`config.mk`:
```
export PLATFORM = sky130hd
export DESIGN_NAME = ps_cfg_loader
export DESIGN_NICKNAME = d
export VERILOG_FILES = /design/src/rtl/ps_cfg_pkg.sv /design/src/rtl/ps_sync.sv /design/src/rtl/ps_timer.sv /design/src/rtl/ps_shifter.sv /design/src/rtl/ps_cfg_loader.sv
export SDC_FILE = /design/constraint.sdc
export NUM_CORES = 1
export LEC_CHECK = 0
export ABC_AREA = 1
export CELL_PAD_IN_SITES_DETAIL_PLACEMENT = 2
export CELL_PAD_IN_SITES_GLOBAL_PLACEMENT = 2
export CORE_UTILIZATION = 36
export CTS_BUF_LIST = sky130_fd_sc_hd__clkbuf_16
export DETAILED_ROUTE_END_ITERATION = 7
export PLACE_DENSITY_LB_ADDON = 0.1
export SLEW_MARGIN = 20
export SYNTH_ARGS = -nofsm -noshare
export SYNTH_HDL_FRONTEND = slang
export SYNTH_HIERARCHICAL = 1
export SYNTH_SLANG_ARGS = --single-unit
```
`constraint.sdc`:
```
create_clock -name clk_i -period 5.85 [get_ports clk_i]
set_input_delay 0.585 -clock clk_i [delete_from_list [all_inputs] [get_ports clk_i]]
set_output_delay 0.585 -clock clk_i [all_outputs]
set_load 0.02 [all_outputs]
```
`src/rtl/ps_cfg_pkg.sv`:
```
package ps_cfg_pkg;
  typedef enum logic [3:0] {
    ST_IDLE, ST_REQ, ST_SET1, ST_REL, ST_SET2,
    ST_IMG, ST_TRL, ST_CHK, ST_OK, ST_FAIL
  } state_e;

  localparam logic [1:0] IND_IDLE = 2'd0;
  localparam logic [1:0] IND_WAIT = 2'd1;
  localparam logic [1:0] IND_RUN  = 2'd2;
  localparam logic [1:0] IND_OK   = 2'd3;
endpackage

```
`src/rtl/ps_sync.sv`:
```
module ps_sync #(
  parameter int unsigned W = 1,
  parameter logic [W-1:0] RST_VAL = '0
) (
  input  logic         clk_i,
  input  logic         rst_ni,
  input  logic [W-1:0] d_i,
  output logic [W-1:0] q_o
);
  logic [W-1:0] s1_q, s2_q;

  always_ff @(posedge clk_i or negedge rst_ni) begin
    if (!rst_ni) begin
      s1_q <= RST_VAL;
      s2_q <= RST_VAL;
    end else begin
      s1_q <= d_i;
      s2_q <= s1_q;
    end
  end

  assign q_o = s2_q;
endmodule

```
`src/rtl/ps_timer.sv`:
```
module ps_timer #(
  parameter int unsigned CNT_W = 8
) (
  input  logic             clk_i,
  input  logic             rst_ni,
  input  logic             clr_i,
  output logic [CNT_W-1:0] cnt_o
);
  always_ff @(posedge clk_i or negedge rst_ni) begin
    if (!rst_ni)               cnt_o <= '0;
    else if (clr_i)            cnt_o <= '0;
    else if (cnt_o != '1)      cnt_o <= cnt_o + 1'b1;
  end
endmodule

```
`src/rtl/ps_shifter.sv`:
```
module ps_shifter #(
  parameter int unsigned CLK_DIV = 2
) (
  input  logic       clk_i,
  input  logic       rst_ni,
  input  logic       load_i,
  input  logic [7:0] data_i,
  output logic       full_o,
  output logic       sclk_o,
  output logic       sdata_o
);
  localparam int unsigned DIV_W = (CLK_DIV > 1) ? $clog2(CLK_DIV) : 1;
  localparam logic [DIV_W-1:0] DIV_LAST = DIV_W'(CLK_DIV - 1);

  logic [7:0]       sh_q;
  logic [2:0]       bit_q;
  logic [DIV_W-1:0] div_q;

  always_ff @(posedge clk_i or negedge rst_ni) begin
    if (!rst_ni) begin
      sh_q   <= '0;
      bit_q  <= '0;
      div_q  <= '0;
      full_o <= 1'b0;
      sclk_o <= 1'b0;
    end else if (load_i && !full_o) begin
      sh_q   <= data_i;
      bit_q  <= '0;
      div_q  <= '0;
      full_o <= 1'b1;
      sclk_o <= 1'b0;
    end else if (full_o) begin
      if (div_q == DIV_LAST) begin
        div_q  <= '0;
        sclk_o <= ~sclk_o;
        if (sclk_o) begin
          // falling edge: next bit, LSB first
          sh_q  <= sh_q >> 1;
          bit_q <= bit_q + 3'd1;
          if (bit_q == 3'd7) full_o <= 1'b0;
        end
      end else begin
        div_q <= div_q + 1'b1;
      end
    end
  end

  assign sdata_o = full_o & sh_q[0];
endmodule

```
`src/rtl/ps_cfg_loader.sv`:
```
module ps_cfg_loader
  import ps_cfg_pkg::*;
#(
  parameter int unsigned LEN_W       = 24,
  parameter int unsigned CLK_DIV     = 11,
  parameter int unsigned SETTLE_CYC  = 3000,
  parameter int unsigned DONE_WIN    = 9000,
  parameter int unsigned MAX_RETRY   = 3,
  parameter int unsigned TRAIL_BYTES = 10
) (
  input  logic             clk_i,
  input  logic             rst_ni,
  input  logic             start_i,
  input  logic [LEN_W-1:0] len_i,
  input  logic [7:0]       byte_i,
  input  logic             byte_valid_i,
  output logic             byte_ready_o,
  output logic             cfg_req_no,
  input  logic             status_ni,
  input  logic             cfg_done_i,
  output logic             sclk_o,
  output logic             sdata_o,
  output logic             busy_o,
  output logic             done_o,
  output logic             fail_o,
  output logic [1:0]       ind_o
);
  localparam int unsigned MAX_CNT = (SETTLE_CYC > DONE_WIN) ? SETTLE_CYC : DONE_WIN;
  localparam int unsigned CNT_W   = $clog2(MAX_CNT + 1);
  localparam int unsigned RTY_W   = $clog2(MAX_RETRY + 1);
  localparam int unsigned TRL_W   = $clog2(TRAIL_BYTES + 1);
  localparam logic [CNT_W-1:0] SET_LAST = CNT_W'(SETTLE_CYC - 1);
  localparam logic [CNT_W-1:0] WIN_LAST = CNT_W'(DONE_WIN - 1);

  state_e           state_q, state_d;
  logic [LEN_W-1:0] len_q, remain_q;
  logic [TRL_W-1:0] trail_q;
  logic [RTY_W-1:0] retry_q;
  logic [CNT_W-1:0] cnt;
  logic [1:0]       sync_q;
  logic             stat_n_s, done_s;
  logic             sh_full, sh_load, byte_hs, trl_load;
  logic [7:0]       sh_data;

  ps_sync #(.W(2), .RST_VAL(2'b01)) i_sync (
    .clk_i (clk_i), .rst_ni(rst_ni),
    .d_i   ({cfg_done_i, status_ni}), .q_o(sync_q)
  );
  assign stat_n_s = sync_q[0];
  assign done_s   = sync_q[1];

  ps_timer #(.CNT_W(CNT_W)) i_timer (
    .clk_i(clk_i), .rst_ni(rst_ni),
    .clr_i(state_d != state_q), .cnt_o(cnt)
  );

  assign byte_ready_o = (state_q == ST_IMG) && !sh_full && (remain_q != '0);
  assign byte_hs      = byte_ready_o && byte_valid_i;
  assign trl_load     = (state_q == ST_TRL) && !sh_full && (trail_q != '0);
  assign sh_load      = byte_hs || trl_load;
  assign sh_data      = (state_q == ST_TRL) ? 8'h00 : byte_i;

  ps_shifter #(.CLK_DIV(CLK_DIV)) i_shifter (
    .clk_i (clk_i), .rst_ni(rst_ni),
    .load_i(sh_load), .data_i(sh_data),
    .full_o(sh_full), .sclk_o(sclk_o), .sdata_o(sdata_o)
  );

  always_comb begin
    state_d = state_q;
    unique case (state_q)
      ST_IDLE, ST_OK: if (start_i) state_d = ST_REQ;
      ST_REQ:  if (!stat_n_s) state_d = ST_SET1;
      ST_SET1: if (cnt == SET_LAST) state_d = ST_REL;
      ST_REL:  if (stat_n_s) state_d = ST_SET2;
      ST_SET2: if (cnt == SET_LAST) state_d = ST_IMG;
      ST_IMG:  if (remain_q == '0 && !sh_full) state_d = ST_TRL;
      ST_TRL:  if (trail_q == '0 && !sh_full) state_d = ST_CHK;
      ST_CHK: begin
        if (done_s) state_d = ST_OK;
        else if (cnt == WIN_LAST)
          state_d = (retry_q == RTY_W'(MAX_RETRY)) ? ST_FAIL : ST_REQ;
      end
      ST_FAIL: state_d = ST_FAIL;
      default: state_d = ST_IDLE;
    endcase
  end

  always_ff @(posedge clk_i or negedge rst_ni) begin
    if (!rst_ni) begin
      state_q  <= ST_IDLE;
      len_q    <= '0;
      remain_q <= '0;
      trail_q  <= '0;
      retry_q  <= '0;
    end else begin
      state_q <= state_d;
      if ((state_q == ST_IDLE || state_q == ST_OK) && start_i) begin
        len_q   <= len_i;
        retry_q <= '0;
      end
      if (state_q == ST_CHK && state_d == ST_REQ) retry_q <= retry_q + 1'b1;
      if (state_q == ST_SET2 && state_d == ST_IMG) begin
        remain_q <= len_q;
        trail_q  <= TRL_W'(TRAIL_BYTES);
      end
      if (byte_hs)  remain_q <= remain_q - 1'b1;
      if (trl_load) trail_q  <= trail_q - 1'b1;
    end
  end

  always_comb begin
    unique case (state_q)
      ST_IDLE:          ind_o = IND_IDLE;
      ST_CHK, ST_FAIL:  ind_o = IND_WAIT;
      ST_OK:            ind_o = IND_OK;
      default:          ind_o = IND_RUN;
    endcase
  end

  assign cfg_req_no = !(state_q == ST_REQ || state_q == ST_SET1);
  assign busy_o     = !(state_q == ST_IDLE || state_q == ST_OK || state_q == ST_FAIL);
  assign done_o     = (state_q == ST_OK);
  assign fail_o     = (state_q == ST_FAIL);
endmodule

```
==> results.py, run 1 <==
metrics = {
    "pwr": {
        "vdd_ir_drop_max_mv": 0.128,
        "power_per_cell_area_nw_per_um2": 195,
        "power_mw": 1.28,
        "total_leakage_power_nw": 3.21,
    },
    "floorplanning": {
        "fp.dieW_um": 127,
        "die-height_um": 127,
        "design.die.area_um2": 16200,
        "floorplan.initialDensity_pct": 37.1,
        "rows": 45,
        "fp.coreArea_um2": 15300,
        "boundaryPins": 47,
    },
    "finish": {
        "share_of_layout_cells_above_drive_strength_1_pct": 10.2,
        "final_cells": 1035,
        "fillers": 1807,
        "antenna-diode-count": 0,
        "nets": 867,
        "synthToLayoutAreaGrowth_pct": 15.2,
    },
    "worst_setup_path": {
        "ff2ff_path_depth": 14,
        "cp_max_fo": 6,
        "data_required_critical_path_ps": 5270,
        "critical_path.endpoint_type": "output pin",
        "timing_worst_setup_path_type": "register to output pin",
        "critical_path_arrival_ps": 2230,
        "critical_path_start_type": "register",
    },
    "cts": {
        "clock_latency_ps": 350,
        "cts_repair_resize_count": 0,
        "cts-buffers-inserted": 9,
        "max-clock-path-buffers": 2,
        "clkTransAtPathRegs_ps": 70,
        "clock-sinks": 93,
        "cts.root.buffer_cell": "sky130_fd_sc_hd__clkbuf_16",
        "htree_num_levels": 3,
        "holdBufCountCts": 0,
        "cts_tree": "done",
        "cts_setup_buffers": 0,
    },
    "detailed_routing": {
        "first_iter_violations": 135,
        "detailroute.via_count": 5118,
        "detail-route-antenna-nets": 0,
        "wl_um": 16400,
        "detail_route.wl_per_cell_um": 15.9,
        "detail_route.first_pass.iterations": 4,
        "route.detailed.drc": 0,
        "route.detailed.vias_per_inst": 4.94,
    },
    "logic_synthesis": {
        "yosys_warnings": 6,
        "syn_avg_cell_area_um2": 7.29,
        "synthCells": 777,
        "synth_top_area_share_pct": 40.2,
        "synth_cell_types": 40,
        "number_of_synthesized_flops_with_an_enable_pin": 0,
        "seq_cells_post_synth": 93,
        "ys_dominant_reg_cell": "sky130_fd_sc_hd__dfrtp_1",
        "synth-async-reset-ratio_pct": 100,
        "ys_top_cells_by_area": "sky130_fd_sc_hd__dfrtp_1, sky130_fd_sc_hd__nand2_1, sky130_fd_sc_hd__nor2_1, sky130_fd_sc_hd__inv_1, sky130_fd_sc_hd__nand3_1",
        "mappedNetlistArea_um2": 5670,
        "synthDominantAreaCellType": "sky130_fd_sc_hd__dfrtp_1",
        "seq_area_frac_synth_pct": 41.1,
        "mappedNetlistNets": 825,
        "synth_most_common_cell": "sky130_fd_sc_hd__nand2_1",
        "synth_commonest_cells": "sky130_fd_sc_hd__nand2_1, sky130_fd_sc_hd__dfrtp_1, sky130_fd_sc_hd__nor2_1",
    },
    "timing": {
        "worst_slack_ps": 3030,
        "post-route-period-util_pct": 48.2,
        "worst_clock_skew_ps": 6.16,
        "final-hold-violation-count": 0,
        "rsz0062_at_grt": "false",
        "worst-slew-pin-transition_ps": 683,
        "finalCriticalPeriod_ps": 2820,
        "max_freq_mhz": 355,
        "setup_violations": 0,
        "worst_hold_slack_ps": 239,
        "final-max-slew-violation-count": 0,
        "max_slew_margin_pct": 54.4,
        "tns_ps": 0,
    },
    "global_routing": {
        "grt_overflow": 0,
        "number_of_antenna_violations_at_the_first_check_in_global_routing": 0,
        "wire_length_of_the_first_global_routing_pass_um": 28300,
        "number_of_global_route_vias_before_repair": 5693,
        "grtUsageTotal_pct": 22.1,
        "grt_max_degree": 53,
    },
    "hold_path": {
        "hold_path.class": "input pin to asynchronous set/reset pin",
    },
    "place": {
        "placement.io_buffers": 46,
        "place.detailed.hpwl_um": 12100,
        "place.gp.congestion": 0.825,
        "placed_instance_count": 1019,
        "pre_cts_ws_ps": 2890,
    },
    "run": {
        "cap_viol_max_count": 0,
    },
    "run_status": {
        "outcome": "complete, no violations",
    },
}
per-layer routing:
layer,vias to the layer above,part of all wire [%],track usage (%)
met5,-,0,0
met4,0,1.9,7.91
met3,20,2.3,2.60
met2,61,51,39.5
met1,2542,45,27.5
li1,2495,-,-
cell usage in the layout, fill, tap and decap left out, types with 8 or more instances in the layout:
| cell type | count |
|---|---|
| sky130_fd_sc_hd__inv_2 | 8 |
| sky130_fd_sc_hd__clkdlybuf4s50_1 | 45 |
| sky130_fd_sc_hd__nand2_1 | 298 |
| sky130_fd_sc_hd__o21ai_2 | 17 |
| sky130_fd_sc_hd__clkbuf_16 | 9 |
| sky130_fd_sc_hd__xor2_1 | 11 |
| sky130_fd_sc_hd__nor2_4 | 8 |
| sky130_fd_sc_hd__ha_1 | 10 |
| sky130_fd_sc_hd__o21ai_0 | 27 |
| sky130_fd_sc_hd__dfrtp_1 | 91 |
| sky130_fd_sc_hd__inv_1 | 84 |
| sky130_fd_sc_hd__nand3_1 | 49 |
| sky130_fd_sc_hd__nor2_1 | 85 |
| sky130_fd_sc_hd__o21ai_1 | 8 |
cell type report:
cell class,count,area [um^2],share of cell area [%]
multi-input cells,575,2830,43.3
clock buffers,9,225,3.45
repair buffers,47,465,7.13
inverters,93,357,5.46
clock inverters,7,57.6,0.882
well taps,211,264,4.04
flip-flops and latches,93,2330,35.7
worst paths after layout:
kind | start | to | slack (ps)
setup / recovery | state_q[1]$_DFF_PN0_ | ind_o[1] | 3030
hold / removal | rst_ni | len_q[15]$_DFFE_PN0P_ | 240
setup reg to reg | i_timer/cnt_o[5]$_DFFE_PN0P_ | i_timer/cnt_o[2]$_DFFE_PN0P_ | 3270
hold reg to reg | i_sync/s1_q[0]$_DFF_PN1_ | i_sync/q_o[0]$_DFF_PN1_ | 360
max in group asynchronous | rst_ni | state_q[2]$_DFF_PN0_ | 4510
min in group clk_i | i_sync/s1_q[0]$_DFF_PN1_ | i_sync/q_o[0]$_DFF_PN1_ | 360
sequential cells by signal, indices dropped and copies added, names as in the netlist:
name              cells
remain_q             24
i_shifter/sclk_o      1
i_sync/s1_q           2
retry_q               2
i_sync/q_o            2
len_q                24
i_shifter/div_q       4
state_q               4
i_shifter/sh_q        8
i_timer/cnt_o        14
i_shifter/full_o      1
trail_q               4
i_shifter/bit_q       3
worst max-delay path, stage by stage, from the launching register on:
cell,delay (ps)
sky130_fd_sc_hd__dfrtp_1,470
sky130_fd_sc_hd__nor2_1,240
sky130_fd_sc_hd__inv_1,90
sky130_fd_sc_hd__nor2_1,140
sky130_fd_sc_hd__inv_1,80
sky130_fd_sc_hd__nor2_2,110
sky130_fd_sc_hd__inv_2,50
sky130_fd_sc_hd__nand3_1,70
sky130_fd_sc_hd__o21ai_0,80
sky130_fd_sc_hd__clkdlybuf4s50_1,540
power by group:
| part | switching (mW) | internal [mW] | total, mW |
|---|---|---|---|
| sequential | 0.00220 | 0.647 | 0.649 |
| clock | 0.255 | 0.325 | 0.580 |
| combinational | 0.0212 | 0.0246 | 0.0458 |
logic make-up (layout without fill, tap and decap cells):
kind of cell | count (synthesis) | count (layout) | synth area share, %
adder cells (fa/ha/maj) | 10 | 10 | 2.21
XOR/XNOR | 18 | 18 | 2.78
flip-flops | 93 | 93 | 41.1
AND/OR/NAND/NOR | 480 | 480 | 37.2
AO/OA/AOI/OAI | 67 | 67 | 7.77
buffers and inverters | 109 | 156 | 8.98
through the flow:
step	utilization [%]	area, um^2
final	42.8	6530
after global routing	42.8	6530
after CTS	42.8	6530
after detailed placement	40.9	6240
after global placement	40.9	6240
after floorplan	-	5670
Note: power is estimated with default switching activity, not from simulation.
==> run 2: changes to the inputs <==
- CORE_UTILIZATION: 36 -> 34
- clock period: 5.85 -> 2.8 ns (I/O delays scaled with it)
==> run 2 against run 1 <==
Critical endpoint unchanged. Total power rose by 110%. Final cell count rose by 1.1%. Hold slack improved by 100 ps. Setup slack got worse by 2800 ps. Critical path type unchanged.
==> results.py, run 2 (synthesis gave the netlist of run 1 again) <==
metrics = {
    "run_status": {
        "outcome": "complete, no violations",
    },
    "floorplanning": {
        "design.die.area_um2": 17200,
        "fp.coreArea_um2": 16100,
        "fp.dieW_um": 131,
        "floorplan.initialDensity_pct": 35.3,
        "rows": 46,
        "boundaryPins": 47,
        "die-height_um": 131,
    },
    "detailed_routing": {
        "detail_route.first_pass.iterations": 4,
        "detail-route-antenna-nets": 0,
        "detail_route.wl_per_cell_um": 15.7,
        "detailroute.via_count": 5045,
        "first_iter_violations": 118,
        "wl_um": 16400,
        "route.detailed.drc": 0,
        "route.detailed.vias_per_inst": 4.82,
    },
    "finish": {
        "synthToLayoutAreaGrowth_pct": 16.2,
        "nets": 873,
        "layout_commonest_cell": "sky130_fd_sc_hd__nand2_1",
        "antenna-diode-count": 0,
        "fin_area_um2": 6590,
        "layout_common_cells": "sky130_fd_sc_hd__nand2_1, sky130_fd_sc_hd__dfrtp_1, sky130_fd_sc_hd__nor2_1",
        "reg.largest.list": "len_q: 24 flops, remain_q: 24 flops, i_timer/cnt_o: 14 flops",
        "share_of_layout_cells_above_drive_strength_1_pct": 11.2,
    },
    "worst_setup_path": {
        "cp_max_fo": 6,
        "path_delay_family": "buffers and inverters",
        "data_required_critical_path_ps": 2520,
        "critical_path.endpoint_type": "output pin",
        "cp_slowest_stage_delay_ps": 540,
        "crit_chain": "nor2_1 > inv_1 > nor2_1 > inv_1 > nor2_2 > inv_2 > nand3_1 > o21ai_0 > clkdlybuf4s50_1",
        "timing_worst_setup_path_type": "register to output pin",
        "critical_path_start_type": "register",
        "crit_path_top_delay_cell": "sky130_fd_sc_hd__clkdlybuf4s50_1",
        "critical_path.n_buffers_inverters": 4,
        "critical_path_arrival_ps": 2300,
    },
    "global_routing": {
        "wire_length_of_the_first_global_routing_pass_um": 28400,
        "grt_max_degree": 58,
        "grtUsageTotal_pct": 20.4,
        "number_of_antenna_violations_at_the_first_check_in_global_routing": 0,
        "number_of_global_route_vias_before_repair": 5729,
        "grt_overflow": 0,
    },
    "timing": {
        "finalCriticalPeriod_ps": 2580,
        "post-route-period-util_pct": 92.2,
        "worst-slew-pin-transition_ps": 588,
        "setup_violations": 0,
        "worst_clock_skew_ps": 10.8,
        "final-hold-violation-count": 0,
        "max_freq_mhz": 387,
        "tns_ps": 0,
        "max_slew_margin_pct": 60.7,
        "final-max-slew-violation-count": 0,
        "rsz0062_at_grt": "false",
    },
    "pwr": {
        "vdd_ir_drop_max_mv": 0.268,
        "power.clock.fraction_pct": 44.8,
        "total_leakage_power_nw": 3.24,
        "power_per_cell_area_nw_per_um2": 400,
        "internal_power_mw": 2.01,
        "pwr-share-seq_pct": 51.4,
        "share_comb_of_total_power_pct": 3.8,
        "swShare_pct": 23.7,
        "switching_power_uw": 624,
    },
    "place": {
        "post_dp_cell_area_um2": 6300,
        "place.gp.congestion": 0.840,
        "placement.io_buffers": 46,
        "place.detailed.hpwl_um": 12600,
    },
    "cts": {
        "cts_setup_buffers": 0,
        "clkTransAtPathRegs_ps": 70,
        "htree_num_levels": 3,
        "cts_repair_resize_count": 0,
        "clock-sinks": 93,
        "cts-buffers-inserted": 9,
        "max-clock-path-buffers": 2,
        "clock_latency_ps": 350,
        "cts.root.buffer_cell": "sky130_fd_sc_hd__clkbuf_16",
        "cts_tree": "done",
    },
    "hold_path": {
        "hold_path.class": "register to register",
    },
    "run": {
        "cap_viol_max_count": 0,
    },
}
[run 2: path summary, 6_finish.rpt]
path | startpoint | end | slack (ps) | depth (start not counted)
worst max register to register | i_timer/cnt_o[5]$_DFFE_PN0P_ | i_timer/cnt_o[12]$_DFFE_PN0P_ | 430 | 15
max in group asynchronous | rst_ni | i_sync/s1_q[0]$_DFF_PN1_ | 1590 | 3
worst min register to register | i_sync/s1_q[1]$_DFF_PN0_ | i_sync/q_o[1]$_DFF_PN0_ | 340 | 0
worst max-delay path | state_q[1]$_DFF_PN0_ | ind_o[1] | 220 | 9
min in group asynchronous | rst_ni | len_q[16]$_DFFE_PN0P_ | 450 | 2
worst min-delay path | i_sync/s1_q[1]$_DFF_PN0_ | i_sync/q_o[1]$_DFF_PN0_ | 340 | 0
[run 2: layout make-up]
type | instances | area, um^2
Multi-Input combinational cell | 575 | 2830
Tap cell | 216 | 270
Timing Repair Buffer | 53 | 526
Fill cell | 1880 | 9470
Clock inverter | 7 | 51.3
Inverter | 93 | 357
Sequential cell | 93 | 2330
Clock buffer | 9 | 225
[run 2: what timing repair did]
action,4_1_cts,5_1_grt
hold buffers,1,0
setup endpoints to repair,0,0
endpoints found under the hold margin,36,0
[run 2: metal layers]
metal	GRT usage (%)	part of all wire (%)	up-vias
met1	25.4	47	2497
li1	-	-	2504
met5	0	0	-
met3	2.20	1.5	11
met4	6.27	1.2	0
met2	36.8	51	33
[run 2: power by group through the flow]
stage / registers, mW / clock network, mW / logic (mW)
2_1_floorplan: 1.38 / 0 / 0.0118
3_3_place_gp: 1.38 / 0 / 0.101
3_5_place_dp: 1.38 / 0 / 0.103
4_1_cts: 1.36 / 1.22 / 0.105
5_1_grt: 1.36 / 1.26 / 0.113
6_report: 1.36 / 1.18 / 0.100
[run 2: per-stage QoR]
step	utilization [%]	setup slack, ps	std cells	hold WS [ps]	power, mW
3_5_place_dp	39.2	423	1029	300	1.48
2_1_floorplan	-	907	777	-15.6	1.39
6_report	41.0	219	1046	343	2.64
3_3_place_gp	39.2	573	1029	302	1.48
4_1_cts	41.0	192	1046	326	2.68
5_1_grt	41.0	26.9	1046	343	2.73
==> run 3: changes to the inputs <==
- RECOVER_POWER: default -> 50
- clock period: 2.8 -> 2.4 ns (I/O delays scaled with it)
==> run 3 against run 2 <==
Combinational power is 17% higher. Hold slack better by 4.9 ps. Clock power increased by 21%. Critical endpoint is now cfg_req_no. Setup slack worse by 64 ps. Wire length grew 4.5%. Largest power group unchanged. Total power increased by 19%. Clock skew hardly changed. Register-to-register slack worse by 240 ps. Non-clock buffer count is 20 higher. First-iteration DRC count up 7.6%. Final area increased by 2.7%.
==> results.py, run 3 (synthesis gave the netlist of run 1 again) <==
metrics = {
    "pwr": {
        "total_leakage_power_nw": 3.37,
        "power_per_cell_area_nw_per_um2": 462,
        "vdd_ir_drop_max_mv": 0.292,
        "power_mw": 3.13,
    },
    "floorplanning": {
        "fp.coreArea_um2": 16100,
        "boundaryPins": 47,
        "floorplan.initialDensity_pct": 35.3,
        "fp.dieW_um": 131,
        "design.die.area_um2": 17200,
        "die-height_um": 131,
        "rows": 46,
    },
    "detailed_routing": {
        "wl_um": 17100,
        "met1Wirelength_um": 7970,
        "met2_wirelength_um": 8590,
        "first_iter_violations": 127,
        "route.detailed.drc": 0,
        "route.detailed.vias_per_inst": 4.87,
        "detail-route-antenna-nets": 0,
        "detail_route.wl_per_cell_um": 16.1,
        "top_layer": "met4",
        "detailroute.via_count": 5189,
        "route.met3.wl_um": 275,
        "detail_route.first_pass.iterations": 4,
    },
    "worst_setup_path": {
        "critical_path_start_type": "register",
        "cp_max_fo": 6,
        "data_required_critical_path_ps": 2160,
        "timing_worst_setup_path_type": "register to output pin",
        "critical_path.endpoint_type": "output pin",
        "critical_path_arrival_ps": 2010,
    },
    "run": {
        "cap_viol_max_count": 0,
    },
    "finish": {
        "layout_commonest_cell": "sky130_fd_sc_hd__nand2_1",
        "share_of_layout_cells_above_drive_strength_1_pct": 13.5,
        "synthToLayoutAreaGrowth_pct": 19.3,
        "antenna-diode-count": 0,
        "reg.largest.list": "len_q: 24 flops, remain_q: 24 flops, i_timer/cnt_o: 14 flops",
        "final_util_pct": 42.1,
        "layout_common_cells": "sky130_fd_sc_hd__nand2_1, sky130_fd_sc_hd__dfrtp_1, sky130_fd_sc_hd__inv_1",
        "nets": 893,
        "final_cells": 1065,
    },
    "cts": {
        "clock_latency_ps": 360,
        "clock-sinks": 93,
        "max-clock-path-buffers": 2,
        "cts-buffers-inserted": 9,
        "htree_num_levels": 3,
        "cts.root.buffer_cell": "sky130_fd_sc_hd__clkbuf_16",
        "cts_tree": "done",
        "clkTransAtPathRegs_ps": 70,
    },
    "timing": {
        "final-max-slew-violation-count": 0,
        "worst_hold_slack_ps": 348,
        "finalCriticalPeriod_ps": 2250,
        "worst-slew-pin-transition_ps": 1130,
        "worst_clock_skew_ps": 11.1,
        "max_freq_mhz": 445,
        "max_slew_margin_pct": 24.9,
        "tns_ps": 0,
        "post-route-period-util_pct": 93.6,
        "setup_violations": 0,
        "final-hold-violation-count": 0,
    },
    "hold_path": {
        "hold_path.class": "register to register",
    },
    "place": {
        "place.gp.congestion": 0.795,
        "placed_instance_count": 1046,
        "place.detailed.hpwl_um": 13000,
        "placement.io_buffers": 46,
    },
    "run_status": {
        "outcome": "complete, no violations",
    },
    "global_routing": {
        "grt_overflow": 0,
        "grt_max_degree": 40,
        "wire_length_of_the_first_global_routing_pass_um": 29200,
        "grtUsageTotal_pct": 21.3,
        "number_of_global_route_vias_before_repair": 5896,
        "number_of_antenna_violations_at_the_first_check_in_global_routing": 0,
    },
}
run 3: cell count changes in the layout (fill, tap and decap cells not counted), sizes merged, moves of 2 or more:
| cell | change |
|---|---|
| clkdlybuf4s50 | -6 |
| clkbuf | +3 |
| buf | +17 |
| clkinv | -2 |
| dlygate4sd3 | +2 |
| dlygate4sd2 | +3 |
run 3: timing repair:
item / CTS / global route
pin swaps: 0 / 0
setup endpoints to repair: 3 / 15
endpoints found under the hold margin: 35 / 0
buffers inserted: 0 / 3
hold buffers: 1 / 0
gates resized for setup: 4 / 8
run 3: stage by stage:
step	setup WS, ps	area (um^2)
after floorplan	513	5670
after global placement	235	6440
after detailed placement	179	6440
after CTS	100	6730
after global routing	-26.0	6760
final	155	6760
run 3: cell type report:
| cell class | instances | area [um^2] |
|---|---|---|
| fill | 1900 | 9300 |
| multi-input combinational | 575 | 2850 |
| sequential | 93 | 2330 |
| timing repair buffer | 73 | 669 |
| inverter | 93 | 360 |
| tap | 216 | 270 |
| clock buffer | 9 | 225 |
| clock inverter | 6 | 57.6 |
run 3: path summary, 6_finish.rpt:
kind	startpoint	end	slack, ps	cells after the start
max	state_q[1]$_DFF_PN0_	cfg_req_no	150	4
min in group asynchronous	rst_ni	len_q[9]$_DFFE_PN0P_	650	2
max reg2reg	remain_q[14]$_DFFE_PN0P_	i_timer/cnt_o[11]$_DFFE_PN0P_	190	15
min	i_sync/s1_q[1]$_DFF_PN0_	i_sync/q_o[1]$_DFF_PN0_	350	0
min reg2reg	i_sync/s1_q[1]$_DFF_PN0_	i_sync/q_o[1]$_DFF_PN0_	350	0
max in group asynchronous	rst_ni	remain_q[12]$_DFFE_PN0P_	460	3
run 3: metal layers:
layer  vias to the layer above  track usage (%)
met1                      2576             26.4
met4                         0             7.12
li1                       2548                -
met5                         -                0
met3                        21             2.62
met2                        44             38.0
run 3: critical path: stages (launching register included):
cell and delay (ps):
sky130_fd_sc_hd__dfrtp_1 480, sky130_fd_sc_hd__nand2_1 220, sky130_fd_sc_hd__nor2_1 100, sky130_fd_sc_hd__a21oi_1 200
sky130_fd_sc_hd__clkdlybuf4s50_1 640
run 3: report_power, final:
part	leakage, nW	switching (mW)	total, mW	internal [mW]
logic	2.09	0.0563	0.117	0.0606
clock network	0.142	0.634	1.43	0.794
registers	1.13	0.00526	1.58	1.58
